--- src/rtl/sysex_fw_decoder.sv ---
module sysex_fw_decoder #(
  parameter logic [7:0] ERASE_REGION = 8'h02
) (
  input  logic        clk,
  input  logic        rst_n,
  input  logic        in_valid,
  input  logic [7:0]  in_data,
  output logic        in_ready,
  output logic        out_valid,
  output logic [7:0]  out_data,
  output logic [13:0] out_block,
  input  logic        out_ready,
  output logic        pkt_good,
  output logic        pkt_bad_sum,
  output logic        pkt_bad_frame,
  output logic        erase_evt,
  output logic        csum_evt,
  output logic        csum_match
);

  localparam logic [7:0]  CMD_DATA  = 8'h40;
  localparam logic [7:0]  CMD_ERASE = 8'h30;
  localparam logic [7:0]  CMD_CSUM  = 8'h70;
  localparam logic [63:0] NM_DATA   = "DTA1MAIN";
  localparam logic [71:0] NM_ERASE  = "DTA1ERASE";
  localparam logic [63:0] NM_CSUM   = "DTA1CSUM";

  typedef enum logic [2:0] {S_IDLE, S_HEAD, S_DATA, S_SUM, S_TAIL, S_SKIP} st_t;

  st_t         st;
  logic [3:0]  pos;
  logic [7:0]  cmd;
  logic [6:0]  len_hi;
  logic [13:0] len, ridx;
  logic [2:0]  grp, e_pos, e_end;
  logic [6:0]  grp_buf [8];
  logic [7:0]  hib;
  logic [6:0]  psum, isum, cbyte;
  logic        sum_ok;
  logic        good_q, bsum_q, bframe_q, erase_q, csum_q, match_q;

  wire        acc      = in_valid && in_ready;
  wire  [7:0] b        = in_data;
  wire        hi       = in_data[7];
  wire        emitting = e_pos != e_end;
  wire  [3:0] pos_m3   = pos - 4'd3;
  wire  [7:0] ch_d     = 8'(NM_DATA  >> {3'd7 - ridx[2:0], 3'b000});
  wire  [7:0] ch_e     = 8'(NM_ERASE >> {4'd8 - pos_m3, 3'b000});
  wire  [7:0] ch_c     = 8'(NM_CSUM  >> {3'd7 - pos_m3[2:0], 3'b000});
  wire        last_rg  = ridx == len - 14'd1;

  assign in_ready      = !emitting;
  assign out_valid     = emitting;
  assign out_data      = {hib[3'd6 - e_pos], grp_buf[e_pos]};
  assign pkt_good      = good_q;
  assign pkt_bad_sum   = bsum_q;
  assign pkt_bad_frame = bframe_q;
  assign erase_evt     = erase_q;
  assign csum_evt      = csum_q;
  assign csum_match    = match_q;

  always_ff @(posedge clk) begin
    if (acc && st == S_DATA && !hi && ridx >= 14'd12 && !(last_rg || grp == 3'd7))
      grp_buf[grp] <= b[6:0];
  end

  always_ff @(posedge clk) begin
    if (!rst_n) begin
      st <= S_IDLE; pos <= '0; cmd <= '0; len_hi <= '0; len <= '0; ridx <= '0;
      grp <= '0; e_pos <= '0; e_end <= '0; hib <= '0; out_block <= '0;
      psum <= '0; isum <= '0; cbyte <= '0; sum_ok <= 1'b0;
      good_q <= 1'b0; bsum_q <= 1'b0; bframe_q <= 1'b0;
      erase_q <= 1'b0; csum_q <= 1'b0; match_q <= 1'b0;
    end else begin
      good_q <= 1'b0; bsum_q <= 1'b0; bframe_q <= 1'b0;
      erase_q <= 1'b0; csum_q <= 1'b0; match_q <= 1'b0;
      if (emitting && out_ready) begin
        e_pos <= e_pos + 3'd1;
        isum  <= isum + out_data[6:0];
      end
      if (acc) begin
        if (b == 8'hF0) begin
          if (st != S_IDLE && st != S_SKIP) bframe_q <= 1'b1;
          st <= S_HEAD; pos <= '0; psum <= '0;
        end else begin
          case (st)
            S_SKIP: if (b == 8'hF7) st <= S_IDLE;
            S_HEAD: begin
              pos <= pos + 4'd1;
              if (pos == 4'd0) begin
                if (b != 8'h43) begin bframe_q <= 1'b1; st <= S_SKIP; end
              end else if (pos == 4'd1) begin
                if (b != 8'h7D) begin bframe_q <= 1'b1; st <= S_SKIP; end
              end else if (pos == 4'd2) begin
                if (b == CMD_DATA || b == CMD_ERASE || b == CMD_CSUM) cmd <= b;
                else if (hi) begin bframe_q <= 1'b1; st <= S_SKIP; end
                else st <= S_SKIP;
              end else if (cmd == CMD_DATA) begin
                if (hi) begin bframe_q <= 1'b1; st <= S_SKIP; end
                else if (pos == 4'd3) len_hi <= b[6:0];
                else begin
                  len <= {len_hi, b[6:0]}; ridx <= '0; grp <= '0;
                  if ({len_hi, b[6:0]} < 14'd12) begin bframe_q <= 1'b1; st <= S_SKIP; end
                  else st <= S_DATA;
                end
              end else if (cmd == CMD_ERASE) begin
                if (pos == 4'd13) begin
                  if (b == 8'hF7) begin erase_q <= 1'b1; isum <= '0; st <= S_IDLE; end
                  else begin bframe_q <= 1'b1; st <= S_SKIP; end
                end else if (pos == 4'd12) begin
                  if (b != ERASE_REGION) begin bframe_q <= 1'b1; st <= S_SKIP; end
                end else if (b != ch_e) begin bframe_q <= 1'b1; st <= S_SKIP; end
              end else begin
                if (pos == 4'd12) begin
                  if (b == 8'hF7) begin
                    csum_q <= 1'b1; match_q <= cbyte == 7'(7'd0 - isum); st <= S_IDLE;
                  end else begin bframe_q <= 1'b1; st <= S_SKIP; end
                end else if (pos == 4'd11) begin
                  if (hi) begin bframe_q <= 1'b1; st <= S_SKIP; end
                  else cbyte <= b[6:0];
                end else if (b != ch_c) begin bframe_q <= 1'b1; st <= S_SKIP; end
              end
            end
            S_DATA: begin
              if (hi) begin bframe_q <= 1'b1; st <= S_SKIP; end
              else begin
                psum <= psum + b[6:0];
                ridx <= ridx + 14'd1;
                if (ridx >= 14'd12) begin
                  if (last_rg || grp == 3'd7) begin
                    hib <= {1'b0, b[6:0]}; e_pos <= '0; e_end <= grp; grp <= '0;
                  end else grp <= grp + 3'd1;
                end else if (ridx == 14'd8 || ridx == 14'd9)
                  out_block <= {out_block[6:0], b[6:0]};
                if (last_rg) st <= S_SUM;
                if (ridx < 14'd8 && b != ch_d) begin bframe_q <= 1'b1; st <= S_SKIP; end
                if ((ridx == 14'd10 || ridx == 14'd11) && b != 8'h7F) begin
                  bframe_q <= 1'b1; st <= S_SKIP;
                end
              end
            end
            S_SUM: begin
              if (hi) begin bframe_q <= 1'b1; st <= S_SKIP; end
              else begin sum_ok <= b[6:0] == 7'(7'd0 - psum); st <= S_TAIL; end
            end
            S_TAIL: begin
              if (b == 8'hF7) begin good_q <= sum_ok; bsum_q <= !sum_ok; st <= S_IDLE; end
              else begin bframe_q <= 1'b1; st <= S_SKIP; end
            end
            default: ;
          endcase
        end
      end
    end
  end

  AST_OUT_HOLD: assert property (@(posedge clk) disable iff (!rst_n)
    out_valid && !out_ready |=> out_valid && $stable(out_data) && $stable(out_block));
  AST_NO_INPUT_WHILE_PENDING: assert property (@(posedge clk) disable iff (!rst_n)
    out_valid |-> !in_ready);
  AST_ONE_STATUS: assert property (@(posedge clk) disable iff (!rst_n)
    $onehot0({pkt_good, pkt_bad_sum, pkt_bad_frame, erase_evt, csum_evt}));
  AST_CLOSE_ON_F7: assert property (@(posedge clk) disable iff (!rst_n)
    pkt_good || pkt_bad_sum || erase_evt || csum_evt |-> $past(in_valid && in_ready && in_data == 8'hF7));
  AST_MATCH_WITH_EVT: assert property (@(posedge clk) disable iff (!rst_n)
    csum_match |-> csum_evt);
  AST_OUT_AFTER_INPUT: assert property (@(posedge clk) disable iff (!rst_n)
    $rose(out_valid) |-> $past(in_valid && in_ready));

endmodule

--- config.mk ---
export PLATFORM = sky130hd
export DESIGN_NAME = sysex_fw_decoder
export DESIGN_NICKNAME = d
export VERILOG_FILES = /design/src/rtl/sysex_fw_decoder.sv
export SDC_FILE = /design/constraint.sdc
export NUM_CORES = 1
export LEC_CHECK = 0
export ABC_AREA = 1
export BUFFER_PORTS_ARGS = -buffer_cell sky130_fd_sc_hd__buf_2
export CAP_MARGIN = 20
export CORE_MARGIN = 2
export CORE_UTILIZATION = 40
export DETAILED_ROUTE_END_ITERATION = 7
export SETUP_SLACK_MARGIN = 0.1
export SYNTH_ARGS = -nofsm -noshare
export SYNTH_HDL_FRONTEND = slang
export SYNTH_SLANG_ARGS = --single-unit
--- constraint.sdc ---
create_clock -name clk -period 6.9 [get_ports clk]
set_input_delay 0.69 -clock clk [delete_from_list [all_inputs] [get_ports clk]]
set_output_delay 0.69 -clock clk [all_outputs]
set_load 0.02 [all_outputs]
# Word level (Yosys, flattened, before mapping)

Memories as Yosys holds them, arrays and structs flattened. A register that Yosys moved wholly into a read port is not among the register bits.
Cells that the tools add are included.

Register bits: 108
Bits in writable memories: 56
Memories: 1

Memory list:

| name    | depth | bits a word | rd ports | clocked after Yosys merged registers in | write ports | RTL line | RTL |
|---|---|---|---|---|---|---|---|
| grp_buf | 8     | 7           | 1        | 1                                       | 1           | 36       | `logic [6:0] grp_buf [8];` |

$add $sub $neg: 14
Order comparisons: 4
Equality and inequality tests: 54
Shifts and indexed selects: 3
Multiplexer cells: 101
Bitwise gates (word level): 16
Reduce and logical (&&, ||, !) cells: 41

Operators with widths:

| operator                | number |
|---|---|
| $mux W3                 | 43 |
| $shr A63 B6 Y8 const A  | 2 |
| $mux W14                | 7 |
| $mux W7                 | 14 |
| $shr A71 B7 Y8 const A  | 1 |
| $eq A14 B4 Y1 const B   | 4 |
| $ne A10 B10 Y1 const B  | 4 |
| $mux W1                 | 30 |
| $lt A14 B4 Y1 const B   | 2 |
| $pmux W14 S2            | 1 |
| $eq A8 B7 Y1 const B    | 3 |
| $ne A8 B7 Y1 const B    | 3 |
| $ne A8 B8 Y1            | 3 |
| $reduce_and A11 Y1      | 2 |
| $reduce_or A10 Y1       | 2 |
| $reduce_and A9 Y1       | 2 |
| $eq A8 B6 Y1 const B    | 2 |
| $eq A8 B8 Y1 const B    | 2 |
| $not A1 Y1              | 16 |
| $pmux W3 S5             | 1 |
| $add A14 B1 Y14 const B | 1 |
| $add A7 B7 Y7           | 2 |
| $eq A14 B14 Y1          | 1 |
| $eq A7 B7 Y1            | 2 |
| 45 further kinds        | 83 |

# Longest topological paths before layout

Gate-level depths: netlist of the first run.

Word-level depth: 14
Mapped depth: 24

# Worst setup path before layout of the first run

OpenSTA, ideal clock, no wires.

Path type: reg-to-reg
Start point: register e_pos[0]
End point: register isum[6]
Data arrival time: 3.085 ns
Required time: 6.842 ns
Setup slack: 3.757 ns
Cell stages (with the launch flop): 21
Buffers on the path: 3
Period minus slack after synthesis: 3.143 ns
Cell sequence: dfxtp_1 > buf_6 > inv_1 > clkbuf_1 > clkbuf_1 > nor2_1 > o22ai_1 > nor2_1 > a31oi_1 > fa_1 > a21oi_1 > o21bai_1 > inv_1 > nor2_1 > nor2_1 > inv_1 > a21oi_1 > a21oi_1 > o21ai_0 > a21oi_1 > o21a_1

Word-level cells in the longest chain between the ends: 13
Elaborated cells between the ends (all ways): 15

RTL lines:

| element                | RTL line | RTL |
|---|---|---|
| start, declared        | 35       | `logic [2:0] grp, e_pos, e_end;` |
| start signal, assigned | 78       | `e_pos <= e_pos + 3'd1;` |
| $ne A3 B3 Y1 (*)       | 45       | `wire emitting = e_pos != e_end;` |
| $logic_and A1 B1 Y1    | 77       | `if (emitting && out_ready) begin` |
| $mux W7                | 77       |  |
| $mux W7                | 108      | `if (b == 8'hF7) begin erase_q <= 1'b1; isum <= '0; st <= S_IDLE; end` |
| $mux W7                | 107      | `if (pos == 4'd13) begin` |
| $mux W7                | 106      | `end else if (cmd == CMD_ERASE) begin` |
| $mux W7                | 98       | `end else if (cmd == CMD_DATA) begin` |
| $mux W7                | 94       | `end else if (pos == 4'd2) begin` |
| $mux W7                | 92       | `end else if (pos == 4'd1) begin` |
| $mux W7                | 90       | `if (pos == 4'd0) begin` |
| $mux W7                | 86       | `case (st)` |
| $mux W7                | 82       | `if (b == 8'hF0) begin` |
| $mux W7 (*)            | 81       | `if (acc) begin` |
| end signal, assigned   | 79       | `isum <= isum + out_data[6:0];` |
| end, declared          | 38       | `logic [6:0] psum, isum, cbyte;` |

Mark *: on every way between the ends. The rest lies on a longest branch, timed or not.
A chain may end at the register's enable or synchronous reset.

# Final worst setup path of the first run

Start point: register len[0]
End point: memory grp_buf[4][6] (enable)

Word-level cells in the longest chain between the ends: 7

RTL lines:

| element                       | RTL line | RTL |
|---|---|---|
| start, declared               | 34       | `logic [13:0] len, ridx;` |
| start signal, assigned        | 69       | `st <= S_IDLE; pos <= '0; cmd <= '0; len_hi <= '0; len <= '0; ridx <= '0;` |
| start signal, assigned        | 102      | `len <= {len_hi, b[6:0]}; ridx <= '0; grp <= '0;` |
| $sub A14 B1 Y14               | 50       | `wire last_rg = ridx == len - 14'd1;` |
| $eq A14 B14 Y1                | 50       |  |
| $logic_or A1 B1 Y1            | 63       | `if (acc && st == S_DATA && !hi && ridx >= 14'd12 && !(last_rg \|\| grp == 3'd7))` |
| $logic_not A1 Y1              | 63       |  |
| $logic_and A1 B1 Y1           | 63       |  |
| $mux W1                       | 63       |  |
| $mux W1 (implied by the code) | 64       | `grp_buf[grp] <= b[6:0];` |
| end, declared                 | 36       |  |

No other way between the ends.

==> results of run 1 <==
[stage by stage]
step                total power, uW  area, sq um  hold WS, ns
floorplan                      1655         9046       0.4080
global placement               1851         9468       0.4428
detailed placement             1863         9468       0.4492
CTS                            2812        10040       0.4594
global route                   2964        10090       0.4753
finish                         2805        10090       0.4583
[flip-flops by register name, summed over array words and instances, names as in the netlist, 4 cells and up]
signal,flops
out_block,14
isum,7
ridx,14
pos,4
psum,7
len_hi,7
grp_buf,56
cbyte,7
cmd,8
hib,7
len,14
[worst register-to-register path, delay by kind of cell (launching register included)]
| kind | cells | cell delay [ns] |
|---|---|---|
| AO/OA/AOI/OAI | 2 | 0.24 |
| adder cells (fa/ha/maj) | 1 | 0.20 |
| buffers and inverters | 1 | 0.09 |
| flip-flops | 1 | 0.33 |
| AND/OR/NAND/NOR | 11 | 2.11 |
[placed cells by master (no fill, tap or decap), drive strengths merged, types with 32 or more instances in the layout]
master / n
nor2: 183
nand2: 152
inv: 152
o21ai: 116
dfxtp: 108
a21oi: 92
nand3: 63
edfxtp: 56
buf: 48
nor3: 43
xor2: 33
ha: 32
[power groups by stage]
stage	registers (uW)	clock network [uW]	logic [uW]
floorplan	1070	0	585
global placement	1110	0	746
detailed placement	1110	0	756
CTS	1090	967	759
global route	1080	1010	882
finish	1070	950	785
[metal layers]
metal / share of wire (%) / up-vias
met5: 0 / -
met2: 44 / 179
li1: - / 3980
met3: 4.8 / 29
met1: 49 / 3564
met4: 1.7 / 0
[worst paths after layout]
check	slack, ns	cells after the start	from	to
hold / removal	0.46	2	cbyte[6]$_SDFFE_PN0P_	cbyte[6]$_SDFFE_PN0P_
hold reg to reg	0.46	2	cbyte[6]$_SDFFE_PN0P_	cbyte[6]$_SDFFE_PN0P_
setup / recovery	3.57	15	len[0]$_SDFFE_PN0P_	grp_buf[4][6]$_DFFE_PP_
setup reg to reg	3.57	15	len[0]$_SDFFE_PN0P_	grp_buf[4][6]$_DFFE_PP_
[cells by family after synthesis]
group                    share of synthesized area (%)
AND/OR/NAND/NOR                                  24.23
AO/OA/AOI/OAI                                    15.35
buffers and inverters                            8.022
flip-flops                                       42.49
XOR/XNOR                                         5.035
adder cells (fa/ha/maj)                          4.869
[cell type report]
| class | count | area, sq um | area share, % |
|---|---|---|---|
| clock inverter | 13 | 132.6 | 1.314 |
| multi-input combinational | 823 | 4477 | 44.36 |
| tap | 285 | 356.6 | 3.533 |
| sequential | 164 | 3844 | 38.09 |
| clock buffer | 19 | 442.9 | 4.389 |
| antenna | 1 | 2.502 | 0.02480 |
| timing repair buffer | 49 | 289.0 | 2.864 |
| inverter | 146 | 548.0 | 5.430 |
==> results.py, run 1 <==
metrics = {
    "routing": {
        "dr.first_iter.drc_count": 508,
        "postRouteAntennaNets": 0,
        "vias": 7752,
        "wl_per_cell_um": 15.36,
        "first_pass_iters": 5,
        "drcViolationCount": 0,
        "post_drt_via_cell_ratio": 5.168,
        "wl_mm": 23.05,
    },
    "yosys": {
        "yosysWarnings": 0,
        "async_reset_ff_share_pct": 0,
        "synth_seq_area_share_pct": 42.49,
        "synth_most_common_cell": "nor2_1",
        "yosys-top-cells-area": "dfxtp_1, edfxtp_1, nor2_1",
        "synth.distinct_cells": 54,
        "synth.avg_cell_area_sq_um": 7.725,
        "ys_ff_latch": 164,
        "yosysTopAreaCell": "dfxtp_1",
        "netlist.area_leader.share_pct": 23.90,
        "synth_edf_count": 56,
        "synth_common_cells": "nor2_1, nand2_1, inv_1",
        "syn-instance-count": 1171,
        "synth-main-ff-cell": "dfxtp_1",
        "syn-num-nets": 1217,
        "netlist_area_sq_um": 9046,
    },
    "cts": {
        "cts_buffers": 17,
        "clkLatencyLatePin_ns": 0.44,
        "cts_tree": "done",
        "cts_hold_buf": 0,
        "clk_pin_slew_ns": 0.07,
        "clock_path_buffers": 2,
        "post_cts_buffers": 0,
        "cts.repair.resized": 0,
        "root_buffer": "clkbuf_16",
        "clock_sinks": 164,
        "htreeDepth": 4,
    },
    "placed_design": {
        "port_buffers": 41,
        "dpl_worst_slack_ns": 2.866,
        "gp_congestion": 0.8917,
        "dp_hpwl_mm": 16.42,
        "dpl.cell_count": 1464,
    },
    "grt": {
        "grt_max_degree": 60,
        "grt_pass1_vias": 7345,
        "grt_use_total_pct": 19.91,
        "grt_pass1_wl_mm": 37.81,
        "antenna_found_initial": 1,
        "globalRouteMet2Util_pct": 31.28,
        "grtUsageMet1_pct": 28.08,
        "gr-total-overflow": 0,
        "busiest_layer": "met2",
        "grtUsageMet3_pct": 3.250,
    },
    "die": {
        "dieWidth_um": 154.4,
        "row_count": 55,
        "core_area_sq_um": 22430,
        "start_util_pct": 40.32,
        "die_h_um": 154.4,
        "die_area_sq_um": 23830,
        "num_io_pins": 42,
    },
    "cells_and_area": {
        "finalNonFillerCells": 1500,
        "drive_gt1_share_pct": 11.04,
        "fin_util_pct": 44.99,
        "syn_to_final_growth_pct": 11.56,
        "nNetsFinal": 1247,
        "fillCellCount": 2256,
    },
    "timing": {
        "setup_viol": 0,
        "max_clock_freq_mhz": 300.3,
        "timing.setup.tns_ns": 0,
        "finClkSkew_ns": 0.01473,
        "hold_viol_final": 0,
        "fin_crit_ns": 3.330,
        "tightest_slew_ns": 1.041,
        "finalMaxSlewViolations": 0,
        "fin_crit_sh_pct": 48.26,
        "relSlewSlack_pct": 30.51,
        "grt_setup_unrepaired": "no",
        "fin_ws_ns": 3.570,
    },
    "setup_path": {
        "end_kind": "flip-flop",
        "required_ns": 6.95,
        "path_cells": "inv_1 > ha_1 > nand3_1 > nor2_1 > nand2_1 > a21o_1 > o21ai_0 > nor2_1 > nand3_1 > nor3_1 > nand2_1 > nand2_1 > nor2_1 > nand3_1 > nor3_1",
        "cp_max_fo": 8,
        "critical_path_class": "reg2reg",
        "crit_family": "simple AND/OR/NAND/NOR gates",
        "critical_path.slowest_cell": "nor3_1",
        "max_stage_delay_ns": 0.82,
        "crit_arrival_ns": 3.38,
        "start_kind": "flip-flop",
        "critPathBufInv": 1,
    },
    "power": {
        "pwr-share-seq_pct": 38.2,
        "ir_drop_uv": 135.2,
        "p_leak_uw": 0.004001,
        "switching_power_uw": 994.8,
        "p_comb_share_pct": 28.0,
        "p_int_uw": 1810,
        "powerDensity_nw_per_um2": 277.9,
        "p_sw_share_pct": 35.47,
        "clock_power_share_pct": 33.9,
    },
    "run_status": {
        "status": "complete, no violations",
    },
    "run": {
        "max_cap_violations": 0,
    },
    "min_path": {
        "holdCritPathClass": "reg2reg",
    },
}
(Power assumes the default switching activity.)
==> run 2, diff against run 1 <==
Settings changed: ABC_AREA 1 to 0.
Clock period 6.9 ns to 3 ns, I/O delays scaled along.
==> run 2 against run 1 <==
Design area up 8.8%. Clock power up 130%. Maximum frequency is 15% higher. Cell count is 12% lower. Area after synthesis decreased by 0.32%. Clock-buffer cell count down 2. Sequential power grew 110%. Largest cell class unchanged. Core utilization grew 5.0 points. Highest routed layer unchanged. Critical endpoint is now isum[6]$_SDFF_PN0_. Clock skew rose by 0.0024 ns. Total power is 67% higher.
==> results.py, run 2 <==
metrics = {
    "run_status": {
        "status": "complete, no violations",
    },
    "routing": {
        "wl_per_cell_um": 18.41,
        "vias": 7314,
        "dr.first_iter.drc_count": 513,
        "postRouteAntennaNets": 0,
        "first_pass_iters": 4,
        "post_drt_via_cell_ratio": 5.545,
        "wl_mm": 24.28,
        "drcViolationCount": 0,
    },
    "timing": {
        "timing.setup.tns_ns": 0,
        "finalMaxSlewViolations": 0,
        "max_clock_freq_mhz": 344.5,
        "hold_viol_final": 0,
        "fin_crit_sh_pct": 96.76,
        "tightest_slew_ns": 0.7580,
        "whs_ns": 0.2791,
        "fin_ws_ns": 0.09731,
        "setup_viol": 0,
        "relSlewSlack_pct": 49.47,
        "grt_setup_unrepaired": "yes",
        "fin_crit_ns": 2.903,
        "finClkSkew_ns": 0.01711,
    },
    "cells_and_area": {
        "largest_register_ff_count": 56,
        "syn_to_final_growth_pct": 21.74,
        "regMostFlops": "grp_buf",
        "n_antenna_cell": 0,
        "nNetsFinal": 1072,
        "final_common_cell": "nor2_1",
        "mostFrequentLayoutCells": "nor2_1, dfxtp_1, buf_4, nand2_1, edfxtp_1",
        "final_area_sq_um": 10980,
        "drive_gt1_share_pct": 24.54,
        "fin_util_pct": 49.99,
    },
    "setup_path": {
        "critPathBufInv": 1,
        "path_cells": "buf_12 > mux4_2 > mux2_4 > fa_2 > a21o_1 > a21o_1 > a21o_1 > a21oi_2 > xnor2_1 > nand2_1 > xor2_1 > nor2_1",
        "rr_worst_depth": 12,
        "r2r-start": "e_pos[0]$_SDFF_PN0_",
        "timing.rr.end": "isum[6]$_SDFF_PN0_",
        "reg2reg_slack_ns": 0.1,
        "start_kind": "flip-flop",
        "required_ns": 3.34,
        "end_kind": "flip-flop",
        "crit_family": "multiplexers",
        "crit_path_frequent_cell": "a21o_1",
        "max_stage_delay_ns": 0.50,
        "critPathCapture": "isum[6]$_SDFF_PN0_",
        "critical_path.slowest_cell": "mux4_2",
        "cp_max_fo": 7,
        "critical_path_class": "reg2reg",
        "crit_start": "e_pos[0]$_SDFF_PN0_",
        "cp_num_cells": 12,
        "crit_arrival_ns": 3.24,
    },
    "placed_design": {
        "dp_hpwl_mm": 17.21,
        "dpl_worst_slack_ns": -0.09270,
        "gp_congestion": 0.9144,
        "dpl_cell_area_sq_um": 9981,
        "port_buffers": 41,
    },
    "cts": {
        "htreeDepth": 4,
        "root_buffer": "clkbuf_16",
        "clock_path_buffers": 2,
        "clock_sinks": 164,
        "cts_buffers": 17,
        "clkLatencyLatePin_ns": 0.44,
        "clk_pin_slew_ns": 0.07,
        "cts_tree": "done",
    },
    "die": {
        "die_h_um": 154.1,
        "row_count": 54,
        "die_area_sq_um": 23760,
        "dieWidth_um": 154.1,
        "core_area_sq_um": 21960,
        "start_util_pct": 41.07,
        "num_io_pins": 42,
    },
    "run": {
        "max_cap_violations": 0,
    },
    "grt": {
        "grt_pass1_wl_mm": 38.16,
        "antenna_found_initial": 0,
        "gr-total-overflow": 0,
        "grt_pass1_vias": 6867,
        "grt_max_degree": 35,
        "grt_use_total_pct": 20.56,
    },
    "yosys": {
        "netlist.area_leader.share_pct": 23.98,
        "syn-instance-count": 925,
        "yosysWarnings": 0,
        "synth_common_cells": "nor2_1, dfxtp_1, nand2_1",
        "ys_ff_latch": 164,
        "syn-num-nets": 971,
        "synth_most_common_cell": "nor2_1",
        "yosysTopAreaCell": "dfxtp_1",
        "synth.avg_cell_area_sq_um": 9.749,
        "netlist_area_sq_um": 9017,
        "synth-main-ff-cell": "dfxtp_1",
        "synth_seq_area_share_pct": 42.63,
        "synth.distinct_cells": 85,
        "async_reset_ff_share_pct": 0,
        "synth_edf_count": 56,
        "yosys-top-cells-area": "dfxtp_1, edfxtp_1, mux2i_1",
    },
    "power": {
        "ir_drop_uv": 325.4,
        "p_leak_uw": 0.004364,
        "powerDensity_nw_per_um2": 425.9,
    },
    "min_path": {
        "holdCritPathClass": "in2reg",
    },
}
## run 2: worst min-delay path by stage
stage,end,slack [ns],cells past startpoint,start
2_1_floorplan,grp_buf[0][0]$_DFFE_PP_,0.40,0,in_data[0]
3_3_place_gp,e_end[1]$_SDFFE_PN0P_,0.45,2,e_end[1]$_SDFFE_PN0P_
3_5_place_dp,e_end[1]$_SDFFE_PN0P_,0.46,2,e_end[1]$_SDFFE_PN0P_
4_1_cts,grp_buf[6][0]$_DFFE_PP_,0.27,1,in_data[0]
5_1_grt,grp_buf[6][0]$_DFFE_PP_,0.27,1,in_data[0]
6_report,grp_buf[6][0]$_DFFE_PP_,0.28,1,in_data[0]
## run 2: final cells by class
class	instances	area, sq um
clock inverters	15	167.7
clock buffers	17	425.4
multi-input cells	674	5090
flip-flops and latches	164	3857
well taps	280	350.3
inverters	36	135.1
repair buffers	133	952.2
fillers	1978	10980
## run 2: cells by family after synthesis
logic type                 Yosys count  synth area share [%]
and+or+nand+nor                    342                 19.52
DFF                                164                 42.63
AOI/OAI and AO/OA                  150                 11.38
buffers and inverters               88                 4.107
xor gates and xnor gates            75                 7.285
muxes                               72                 10.20
adders and majority gates           34                 4.884
## run 2: repair_timing
action | 4_1_cts | 5_1_grt
endpoints found under the setup margin | 69 | 80
hold buffers | 0 | 0
cloned | 1 | 0
gates resized for setup | 24 | 36
pin swaps | 10 | 24
buffers inserted | 7 | 10
## run 2: layer usage
metal / part of all wire, % / global-route usage, % / wire length, um
met1: 48 / 29.76 / 11710
met2: 45 / 31.37 / 10900
met3: 5.0 / 3.410 / 1225
met4: 1.9 / 6.631 / 452
met5: 0 / 0 / 0
## run 2: report_power, final
group	leakage, uW	internal [uW]	switching, uW
clock	0.000289	1180	1030
combinational	0.00270	50.6	120
sequential	0.00138	2290	0.324
## run 2: metrics by stage
stage	power (uW)	cells
after floorplan	2429	925
after global placement	2509	1269
after CTS	4712	1309
final	4675	1319
after detailed placement	2509	1269
after global routing	4815	1319
==> run 3, diff against run 2 <==
Settings changed: CELL_PAD_IN_SITES_DETAIL_PLACEMENT set to 1, CELL_PAD_IN_SITES_GLOBAL_PLACEMENT set to 1, PLACE_DENSITY_LB_ADDON set to 0.1.
==> run 3 against run 2 <==
Clock skew is 0.0019 ns lower. Register-to-register slack worse by 0.04 ns. Wire length is 18% higher. Sequential share of layout area is 0.22 points lower. Combinational power is 6% higher. Clock power is 3% higher. Maximum frequency is 1.2% lower. Via count is 2.9% higher. Core utilization is 0.26 points higher. First-iteration DRC count is 15% lower. Critical path type unchanged. Critical endpoint is now pkt_bad_frame$_SDFF_PN0_.
==> results.py, run 3 (synthesized netlist as in run 2, its figures left out) <==
metrics = {
    "cells_and_area": {
        "final_common_cell": "nor2_1",
        "n_antenna_cell": 0,
        "syn_to_final_growth_pct": 22.38,
        "regMostFlops": "grp_buf",
        "largest_register_ff_count": 56,
        "mostFrequentLayoutCells": "nor2_1, dfxtp_1, buf_4, nand2_1, edfxtp_1",
        "nNetsFinal": 1067,
        "final_area_sq_um": 11040,
        "drive_gt1_share_pct": 25.05,
    },
    "die": {
        "num_io_pins": 42,
        "core_area_sq_um": 21960,
        "row_count": 54,
        "dieWidth_um": 154.1,
        "start_util_pct": 41.07,
        "die_area_sq_um": 23760,
        "die_h_um": 154.1,
    },
    "cts": {
        "clk_pin_slew_ns": 0.08,
        "cts_buffers": 17,
        "clkLatencyLatePin_ns": 0.44,
        "cts_tree": "done",
        "htreeDepth": 4,
        "clock_path_buffers": 2,
        "root_buffer": "clkbuf_16",
        "clock_sinks": 164,
    },
    "routing": {
        "wl_mm": 28.56,
        "vias": 7527,
        "post_drt_via_cell_ratio": 5.728,
        "drcViolationCount": 0,
        "dr.first_iter.drc_count": 435,
        "first_pass_iters": 5,
        "wl_per_cell_um": 21.74,
        "postRouteAntennaNets": 0,
    },
    "grt": {
        "grtUsageMet1_pct": 33.93,
        "grt_use_total_pct": 24.75,
        "grtUsageMet3_pct": 3.749,
        "grt_pass1_vias": 7984,
        "globalRouteMet2Util_pct": 41.11,
        "grt_max_degree": 51,
        "grt_pass1_wl_mm": 45.58,
        "antenna_found_initial": 0,
        "busiest_layer": "met2",
        "gr-total-overflow": 0,
    },
    "setup_path": {
        "end_kind": "flip-flop",
        "required_ns": 3.37,
        "start_kind": "flip-flop",
        "cp_max_fo": 4,
        "crit_arrival_ns": 3.31,
        "critical_path_class": "reg2reg",
    },
    "run": {
        "max_cap_violations": 0,
    },
    "timing": {
        "finalMaxSlewViolations": 0,
        "fin_crit_ns": 2.939,
        "tightest_slew_ns": 0.8091,
        "grt_setup_unrepaired": "yes",
        "max_clock_freq_mhz": 340.2,
        "setup_viol": 0,
        "timing.setup.tns_ns": 0,
        "hold_viol_final": 0,
        "finClkSkew_ns": 0.01520,
        "fin_crit_sh_pct": 97.98,
        "relSlewSlack_pct": 44.66,
    },
    "placed_design": {
        "gp_congestion": 0.9022,
        "dpl_cell_area_sq_um": 9956,
        "dp_hpwl_mm": 20.26,
        "port_buffers": 41,
    },
    "power": {
        "ir_drop_uv": 337.6,
        "p_leak_uw": 0.004383,
        "powerDensity_nw_per_um2": 430.6,
    },
    "run_status": {
        "status": "complete, no violations",
    },
    "min_path": {
        "holdCritPathClass": "in2reg",
    },
}
[run 3: report_power, final]
| group | internal, uW | switching [uW] |
|---|---|---|
| Clock | 1140 | 1140 |
| Sequential | 2290 | 0.266 |
| Combinational | 51.2 | 129 |
[run 3: area by class of cell]
cell class / instances / area [sq um]
Fill cell: 2441 / 10920
Multi-Input combinational cell: 674 / 5156
Sequential cell: 164 / 3854
Timing Repair Buffer: 128 / 925.9
Clock buffer: 17 / 425.4
Tap cell: 280 / 350.3
Clock inverter: 15 / 188.9
Inverter: 36 / 135.1
[run 3: metal layers]
metal  share of wire [%]  vias up
met4                 1.2        0
li1                    -     3549
met2                  49      137
met3                 3.5       29
met5                   0        -
met1                  47     3812
[run 3: final timing paths]
path	cells after the start	end	slack, ns	start
setup / recovery	13	pkt_bad_frame$_SDFF_PN0_	0.06	pos[0]$_SDFFE_PN0P_
hold / removal	1	grp_buf[3][5]$_DFFE_PP_	0.31	in_data[5]
setup reg to reg	13	pkt_bad_frame$_SDFF_PN0_	0.06	pos[0]$_SDFFE_PN0P_
hold reg to reg	2	e_end[1]$_SDFFE_PN0P_	0.48	e_end[1]$_SDFFE_PN0P_
[run 3: stage by stage]
step                util (%)  cells  total power (uW)  setup WS, ns  hold slack, ns
CTS                    49.71   1313              4791      -0.04739          0.3033
global placement       45.34   1264              2514       0.02173          0.4516
floorplan                  -    925              2429       -0.1045          0.3989
global route           50.26   1314              4901      -0.07514          0.3084
finish                 50.26   1314              4752       0.06072          0.3139
detailed placement     45.34   1264              2519       -0.1711          0.4692
[run 3: what timing repair did]
action	in CTS	in global routing
gates cloned	1	0
pin swaps	15	14
setup buffers	16	1
setup endpoints to repair	66	66
hold buffers	0	0
endpoints found under the hold margin	0	0
resized for setup	43	24
[run 3: critical path: stages, from the launching register on]
cell and delay, ns:
dfxtp_2 0.34, buf_6 0.11, ha_4 0.17, xnor2_4 0.16, inv_2 0.07, ha_4 0.18
xnor2_2 0.13, o21ai_1 0.12, or3b_4 0.40, a211oi_4 0.28, xnor2_2 0.18, o2111ai_1 0.13
a2111oi_1 0.37, o41a_1 0.21
